--- config.mk ---
export PLATFORM = sky130hd
export DESIGN_NAME = toggle_barrier
export DESIGN_NICKNAME = d
export VERILOG_FILES = /design/src/rtl/toggle_barrier_pkg.sv /design/src/rtl/level_sync.sv /design/src/rtl/gate_tree.sv /design/src/rtl/central_fsm.sv /design/src/rtl/node_port.sv /design/src/rtl/toggle_barrier.sv
export SDC_FILE = /design/constraint.sdc
export NUM_CORES = 1
export LEC_CHECK = 0
export ABC_AREA = 1
export BUFFER_PORTS_ARGS = -buffer_cell sky130_fd_sc_hd__buf_2
export CELL_PAD_IN_SITES_DETAIL_PLACEMENT = 1
export CELL_PAD_IN_SITES_GLOBAL_PLACEMENT = 1
export CORE_ASPECT_RATIO = 1.4
export CORE_UTILIZATION = 35
export CTS_BUF_LIST = sky130_fd_sc_hd__clkbuf_8
export DETAILED_ROUTE_END_ITERATION = 6
export PLACE_DENSITY = 0.72
export SETUP_SLACK_MARGIN = 0.15
export SLEW_MARGIN = 10
export SYNTH_ARGS = -nofsm -noshare
export SYNTH_HDL_FRONTEND = slang
export SYNTH_SLANG_ARGS = --single-unit
export TNS_END_PERCENT = 1
--- constraint.sdc ---
create_clock -name clk -period 1.1 [get_ports clk]
set_input_delay 0.22 -clock clk [delete_from_list [all_inputs] [get_ports clk]]
set_output_delay 0.22 -clock clk [all_outputs]
set_load 0.005 [all_outputs]
--- src/rtl/toggle_barrier_pkg.sv ---
// Package: shared state encodings for the level-toggle barrier.
// Assumes a single clock domain for the node ports and the central machine.
package toggle_barrier_pkg;

    // Central machine states: shared level 0 or shared level 1
    typedef enum logic {
        CM_LOW  = 1'b0,
        CM_HIGH = 1'b1
    } central_state_e;

    // Node port states
    typedef enum logic [1:0] {
        NP_INIT = 2'd0,
        NP_IDLE = 2'd1,
        NP_WAIT = 2'd2
    } node_state_e;

endpackage

--- src/rtl/level_sync.sv ---
// Module: two-flop synchroniser for a vector of steady levels.
// Assumes the inputs are levels held for many cycles, not pulses.
module level_sync #(
    parameter int WIDTH = 4
) (
    input  logic             clk,
    input  logic             rst_n,
    input  logic [WIDTH-1:0] d_i,
    output logic [WIDTH-1:0] q_o
);

    logic [WIDTH-1:0] stage1_q;
    logic [WIDTH-1:0] stage2_q;

    // Two-stage capture, cleared by reset
    always_ff @(posedge clk) begin
        if (!rst_n) begin
            stage1_q <= '0;
            stage2_q <= '0;
        end else begin
            stage1_q <= d_i;
            stage2_q <= stage1_q;
        end
    end

    assign q_o = stage2_q;

endmodule

--- src/rtl/gate_tree.sv ---
// Module: balanced tree of 2-input AND or OR gates.
// Depth is ceil(log2(WIDTH)). Unused leaves are padded with the identity value.
// Assumes WIDTH >= 2.
module gate_tree #(
    parameter int WIDTH  = 4,
    parameter bit USE_AND = 1'b1
) (
    input  logic [WIDTH-1:0] d_i,
    output logic             y_o
);

    localparam int DEPTH  = $clog2(WIDTH);
    localparam int LEAVES = 1 << DEPTH;
    localparam logic PAD  = USE_AND;

    // Heap layout: index 1 is the root, leaves sit at LEAVES..2*LEAVES-1
    logic [2*LEAVES-1:1] node_w;

    genvar gi;
    generate
        for (gi = 0; gi < LEAVES; gi++) begin : g_leaf
            if (gi < WIDTH) begin : g_real
                assign node_w[LEAVES+gi] = d_i[gi];
            end else begin : g_pad
                assign node_w[LEAVES+gi] = PAD;
            end
        end
        for (gi = 1; gi < LEAVES; gi++) begin : g_inner
            if (USE_AND) begin : g_and
                assign node_w[gi] = node_w[2*gi] & node_w[2*gi+1];
            end else begin : g_or
                assign node_w[gi] = node_w[2*gi] | node_w[2*gi+1];
            end
        end
    endgenerate

    assign y_o = node_w[1];

endmodule

--- src/rtl/central_fsm.sv ---
// Module: two-state machine that drives the shared barrier level.
// It goes from low to high when all node levels are 1, and from high to low
// when all are 0. Assumes the reduced inputs are already synchronised.
module central_fsm
    import toggle_barrier_pkg::*;
(
    input  logic clk,
    input  logic rst_n,
    input  logic all_high_i,
    input  logic any_high_i,
    output logic level_o
);

    central_state_e state_q;
    central_state_e state_d;

    // Next-state choice from the reduced node levels
    always_comb begin
        state_d = state_q;
        unique case (state_q)
            CM_LOW:  if (all_high_i)  state_d = CM_HIGH;
            CM_HIGH: if (!any_high_i) state_d = CM_LOW;
            default: state_d = CM_LOW;
        endcase
    end

    // State register, starting at the low level
    always_ff @(posedge clk) begin
        if (!rst_n) state_q <= CM_LOW;
        else        state_q <= state_d;
    end

    assign level_o = (state_q == CM_HIGH);

endmodule

--- src/rtl/node_port.sv ---
// Module: node-side toggle handshake for one node.
// It samples the shared level once after reset, toggles on enter, waits for
// the shared level to match, then pulses done. Assumes the shared level is
// in the same clock domain.
module node_port
    import toggle_barrier_pkg::*;
(
    input  logic clk,
    input  logic rst_n,
    input  logic enter_i,
    input  logic shared_i,
    output logic level_o,
    output logic done_o,
    output logic waiting_o
);

    node_state_e state_q;
    logic        level_q;
    logic        done_q;

    // Handshake sequencing: init read, toggle on enter, release on match
    always_ff @(posedge clk) begin
        if (!rst_n) begin
            state_q <= NP_INIT;
            level_q <= 1'b0;
            done_q  <= 1'b0;
        end else begin
            done_q <= 1'b0;
            unique case (state_q)
                NP_INIT: begin
                    level_q <= shared_i;
                    state_q <= NP_IDLE;
                end
                NP_IDLE: begin
                    if (enter_i) begin
                        level_q <= ~level_q;
                        state_q <= NP_WAIT;
                    end
                end
                NP_WAIT: begin
                    if (shared_i == level_q) begin
                        done_q  <= 1'b1;
                        state_q <= NP_IDLE;
                    end
                end
                default: state_q <= NP_IDLE;
            endcase
        end
    end

    assign level_o   = level_q;
    assign done_o    = done_q;
    assign waiting_o = (state_q == NP_WAIT);

endmodule

--- src/rtl/toggle_barrier.sv ---
// Module: top of the level-toggle barrier for NODES nodes.
// Node levels are synchronised, reduced by AND and OR trees, and feed the
// central machine. Its shared level goes back to every node port.
// Assumes NODES >= 2.
module toggle_barrier #(
    parameter int NODES = 4
) (
    input  logic             clk,
    input  logic             rst_n,
    input  logic [NODES-1:0] enter_i,
    output logic [NODES-1:0] done_o,
    output logic [NODES-1:0] node_level_o,
    output logic             bar_level_o
);

    logic [NODES-1:0] level_w;
    logic [NODES-1:0] level_sync_w;
    logic [NODES-1:0] node_wait;
    logic             all_high_w;
    logic             any_high_w;
    logic             shared_w;

    genvar ni;
    generate
        for (ni = 0; ni < NODES; ni++) begin : g_node
            node_port u_port (
                .clk      (clk),
                .rst_n    (rst_n),
                .enter_i  (enter_i[ni]),
                .shared_i (shared_w),
                .level_o  (level_w[ni]),
                .done_o   (done_o[ni]),
                .waiting_o(node_wait[ni])
            );
        end
    endgenerate

    level_sync #(.WIDTH(NODES)) u_sync (
        .clk  (clk),
        .rst_n(rst_n),
        .d_i  (level_w),
        .q_o  (level_sync_w)
    );

    gate_tree #(.WIDTH(NODES), .USE_AND(1'b1)) u_and_tree (
        .d_i(level_sync_w),
        .y_o(all_high_w)
    );

    gate_tree #(.WIDTH(NODES), .USE_AND(1'b0)) u_or_tree (
        .d_i(level_sync_w),
        .y_o(any_high_w)
    );

    central_fsm u_central (
        .clk       (clk),
        .rst_n     (rst_n),
        .all_high_i(all_high_w),
        .any_high_i(any_high_w),
        .level_o   (shared_w)
    );

    assign node_level_o = level_w;
    assign bar_level_o  = shared_w;

endmodule

==> out/summary.txt, run 1 <==
final worst slack = 77.1 ps
Slowest cell on crit path = dfxtp_2
first-pass GRT wire length = 4000 um
crit-path max FO = 2
area occupied by multi-input gates = 457 um2
Synth cell types = 15
worst vdd ir = 0.000728 V
Arr. time, crit path = 800 ps
min-delay src = enter_i[0]
worst r2r path cells = 6
Iter 0 DRT Violations = 6
slowest stage delay, CP = 330 ps
DRT Pass-1 Iters = 3
fraction of synthesized area in multiplexers = 0
critical path's most frequent cell = buf_6
Met1 Wirelength = 970 um
R2R Path Start = u_central.level_o
Max-Cap Viols = 0
DR WL met2 = 1170 um
worst relative slew slack = 0.769
post-synthesis instance area = 1130 um2
HP Class = primary input to flip-flop
Routed WL = 2210 um
Die Wd = 50.1 um
total negative slack = 0 ps
Die Ht = 69.3 um
Port Buffer Count = 14
status = finished, final reports clean
crit share post-route = 0.930
post-synthesis adder-cell area fraction = 0
Seq. cell area = 505 um2
worst r2r dst = g_node[1].u_port.state_q[0]
crit path time final = 1020 ps
clock sink count = 25
DP Worst Slack = 172 ps
pwr/cell area = 1390 nW/um2
Final Skew = 7.09 ps
share of layout cells above drive strength 1 = 0.273
crit start category = flip-flop
antenna diode count = 0
Core Rows = 24
vias in the first global route = 948
Fmax achieved = 978 MHz
Overflow after GRT = 0
CTS tree = done
Slew Viols, Final = 0
RePlAce Congestion = 0.827
Slew @ Worst Pin = 346 ps
core area = 3090 um2
design area = 1280 um2
final setup vio count = 0
total CTS buffers = 3
leakage = 0.000675 uW
critical path type = flip-flop to output pin
wire per inst = 10.8 um
Setup crit end kind = output pin
H-tree depth = 1
Synth Warn # = 0
Mapped Cells = 154
DRC = 0
NumNets Final = 172
reg2reg setup slack = 130 ps
largest family of logic cells by synthesized area = simple AND/OR/NAND/NOR gates
vias = 927
XOR/XNOR Fraction of Synth Area = 0
Synth Area in Compound Gates = 0.0464
met3 routed WL = 48 um
Fill cells = 385
placed cell areas = 1200 um2
worst path cell trace = buf_6 > buf_6
sequential area share after synthesis = 0.442
Initial Utilization = 0.366
Hold WS = 246 ps
RSZ-0062 raised after global routing = yes
via/cell ratio = 4.54
Fin. Hold Viols = 0
Hold Crit Depth = 3
uppermost layer routed = met4
Syn Nets = 160
#FFs+latches synth = 25
Worst Hold End = g_node[0].u_port.state_q[1]
clk root buf = clkbuf_8
hold buffer count at CTS = 0
IO Count = 15
Area growth syn-to-layout = 12.7%
Synth Area in Simple Gates = 0.352
initial antenna violation count = 0
Routed Antenna Nets = 0
total track usage = 0.150
die area = 3470 um2
Worst-Skew Late Latency = 270 ps
clock-pin transition on the worst setup and hold timing paths = 90 ps
largest net degree at the start of global routing = 16
HPWL after DPL = 1730 um
CP Data Required Time = 880 ps
maximum clock path buffer count = 2
syn_area_per_cell = 7.35 um2
==> layer usage <==
metal	GRT usage	vias to the layer above
met5	0	-
li1	-	478
met4	0.0571	0
met2	0.264	8
met3	0.0285	2
met1	0.174	439
==> repair_timing <==
action | in CTS | in global routing
setup buffers | 1 | 0
resized for setup | 4 | 4
endpoints found under the setup margin | 5 | 16
==> Yosys cell counts <==
cell type	count	area, um2
inv_8	1	11.3
inv_2	4	15.0
a21oi_1	7	35.0
inv_1	18	67.6
dfxtp_1	25	500
nand3_2	4	40.0
a21oi_2	2	17.5
nand3_1	9	45.0
nand2_4	4	45.0
buf_6	1	11.3
buf_4	10	75.1
nor2_1	16	60.1
nor2_2	1	6.26
nor2_4	1	11.3
nand2_1	51	191
==> how the worst max path moves through the flow <==
stage / from / to / slack, ps
6_report: u_central.level_o / bar_level_o / 80
5_1_grt: u_central.level_o / bar_level_o / 50
4_1_cts: u_central.level_o / bar_level_o / 70
3_5_place_dp: u_central.level_o / g_node[3].u_port.state_q[0] / 170
3_3_place_gp: u_central.level_o / g_node[2].u_port.state_q[0] / 220
2_1_floorplan: u_central.level_o / g_node[2].u_port.state_q[0] / 210
==> cells in the final DEF (no fill, tap or decap) <==
master	count
a21oi_1	7
a21oi_2	2
buf_12	1
buf_2	13
buf_4	2
buf_6	2
clkbuf_8	3
clkinvlp_4	1
dfxtp_1	21
dfxtp_2	4
inv_1	18
inv_2	4
inv_8	1
nand2_1	49
nand2_2	2
nand2_4	4
nand3_1	9
nand3_2	4
nor2_1	16
nor2_2	1
nor2_4	1
==> worst max-delay path: cells and delay by family, from the launching register on <==
family / cells / cell delay, ps
DFF: 1 / 330
buffers and inverters: 2 / 210
==> power by group <==
part           leakage [uW]  switching, uW  total [uW]  internal [uW]
Clock             0.0000217            294         551            256
Sequential         0.000207           42.7        1000            958
Combinational      0.000447            129         216           86.6
==> kinds of logic (layout without fill, tap and decap cells) <==
logic type | Yosys count | after routing
AND/OR/NAND/NOR | 86 | 86
buffers and inverters | 34 | 45
flip-flops | 25 | 25
AO/OA/AOI/OAI | 9 | 9
==> area by class of cell <==
type	count	share of cell area
multi-input combinational	95	0.358
clock inverter	1	0.00588
timing repair buffer	18	0.0961
tap	39	0.0382
inverter	23	0.0735
clock buffer	3	0.0324
sequential	25	0.396
==> through the flow <==
step | utilization | power [uW] | std cells
finish | 0.413 | 1770 | 204
global route | 0.413 | 1880 | 204
CTS | 0.410 | 1800 | 204
detailed placement | 0.388 | 1240 | 199
global placement | 0.388 | 1230 | 199
floorplan | - | 1190 | 154
==> registers in the layout, summed over array words and instances, names as in the netlist <==
signal                 flops
u_central.level_o          1
u_sync.q_o                 4
g_node.u_port.state_q      8
g_node.u_port.done_o       4
g_node.u_port.level_o      4
u_sync.stage1_q            4
(Power assumes the default switching activity.)
==> inputs of run 2 (changes only) <==
Settings changed: CTS_BUF_LIST sky130_fd_sc_hd__clkbuf_8 to sky130_fd_sc_hd__clkbuf_16.
==> run 2 against run 1 <==
Net effect:
- worst hold slack improved by 19 ps
- die area is the same
- wire length grew 3.6%
- core utilization rose by 1.1 points
- fmax is 1.7% higher
- register-to-register slack about the same
- cell area rose by 2.7%
- sequential share of layout area fell by 0.96 points
- non-clock buffer count unchanged
- power is 15% higher
- critical path depth unchanged
- global-route usage grew 0.31 points
==> out/summary.txt, run 2 (synthesized netlist as in run 1, its figures left out) <==
core area = 3090 um2
Overflow after GRT = 0
status = finished, final reports clean
worst vdd ir = 0.00145 V
first-pass GRT wire length = 4080 um
DRT Pass-1 Iters = 2
Fin. Hold Viols = 0
total CTS buffers = 3
Port Buffer Count = 14
non-filler cells, final = 204
Arr. time, crit path = 790 ps
initial antenna violation count = 0
crit start category = flip-flop
Setup crit end kind = output pin
Area growth syn-to-layout = 15.8%
Final Skew = 4.90 ps
HP Class = primary input to flip-flop
HPWL after DPL = 1730 um
Slew @ Worst Pin = 341 ps
Fmax achieved = 994 MHz
Routed WL = 2290 um
max reg flops = 8
crit share post-route = 0.914
Slew Viols, Final = 0
Die Wd = 50.1 um
vias = 934
reg2reg setup slack = 130 ps
total track usage = 0.153
Routed Antenna Nets = 0
total negative slack = 0 ps
vias in the first global route = 945
critical path type = flip-flop to output pin
maximum clock path buffer count = 2
commonest cells after routing, fill and taps aside = 49 x nand2_1, 20 x dfxtp_1, 18 x inv_1
most common cell after layout, fill and taps aside = nand2_1
placed cell count = 199
Hold WS = 265 ps
die area = 3470 um2
DRC = 0
Die Ht = 69.3 um
NumNets Final = 172
Biggest register = g_node.u_port.state_q
worst relative slew slack = 0.773
Core Rows = 24
CP Data Required Time = 880 ps
crit-path max FO = 2
IO Count = 15
largest net degree at the start of global routing = 16
clk root buf = clkbuf_16
clock-pin transition on the worst setup and hold timing paths = 70 ps
CTS tree = done
via/cell ratio = 4.58
Initial Utilization = 0.366
Iter 0 DRT Violations = 8
antenna diode count = 0
Max-Cap Viols = 0
H-tree depth = 1
final setup vio count = 0
clock sink count = 25
RSZ-0062 raised after global routing = yes
leakage = 0.000691 uW
Worst-Skew Late Latency = 260 ps
wire per inst = 11.2 um
RePlAce Congestion = 0.827
hold buffer count at CTS = 0
crit path time final = 1010 ps
share of layout cells above drive strength 1 = 0.279
pwr/cell area = 1550 nW/um2
==> run 2: cell counts in the layout (fill, tap and decap cells not counted) <==
No cell type changed its count.
==> run 2: report_power, final <==
part / total [uW] / internal (uW) / switching, uW
Sequential: 1000 / 960 / 42.9
Combinational: 217 / 86.7 / 130
Clock: 809 / 493 / 316
Total: 2030 / 1540 / 488
==> run 2: path summary, 6_finish.rpt <==
path	start	endpoint	depth (start not counted)
worst max-delay path	u_central.level_o	bar_level_o	2
worst min register to register	u_sync.stage1_q[0]	u_sync.q_o[0]	2
worst min-delay path	enter_i[0]	g_node[0].u_port.state_q[1]	3
worst max register to register	u_central.level_o	g_node[1].u_port.state_q[0]	6
==> run 2: routing by layer <==
layer	routed length, um	GRT usage	share of wire
met2	1240	0.273	0.54
met4	19	0.0476	0.0083
met1	983	0.179	0.43
met3	48	0.0285	0.021
met5	0	0	0
==> run 2: critical path, cell delays in order (launching register included) <==
cell and delay [ps]:
dfxtp_2 320, buf_6 110, buf_6 100
==> run 2: repair_timing <==
item / CTS / global route
buffers inserted: 1 / 0
endpoints found under the setup margin: 5 / 15
hold endpoints to repair: 0 / 0
resized for setup: 4 / 5
==> run 2: final cells by class <==
class | instances | area (um2)
repair buffers | 18 | 123
fillers | 385 | 1780
clock buffers | 3 | 75.1
flip-flops and latches | 25 | 507
clock inverters | 1 | 7.51
inverters | 23 | 93.8
well taps | 39 | 48.8
multi-input cells | 95 | 457
==> run 2: per-stage QoR <==
step,total power (uW),util,cell area [um2],setup WS [ps]
2_1_floorplan,1190,-,1130,212
6_report,2030,0.424,1310,94.3
4_1_cts,2060,0.421,1300,87.4
3_3_place_gp,1230,0.388,1200,216
3_5_place_dp,1240,0.388,1200,172
5_1_grt,2140,0.424,1310,73.8
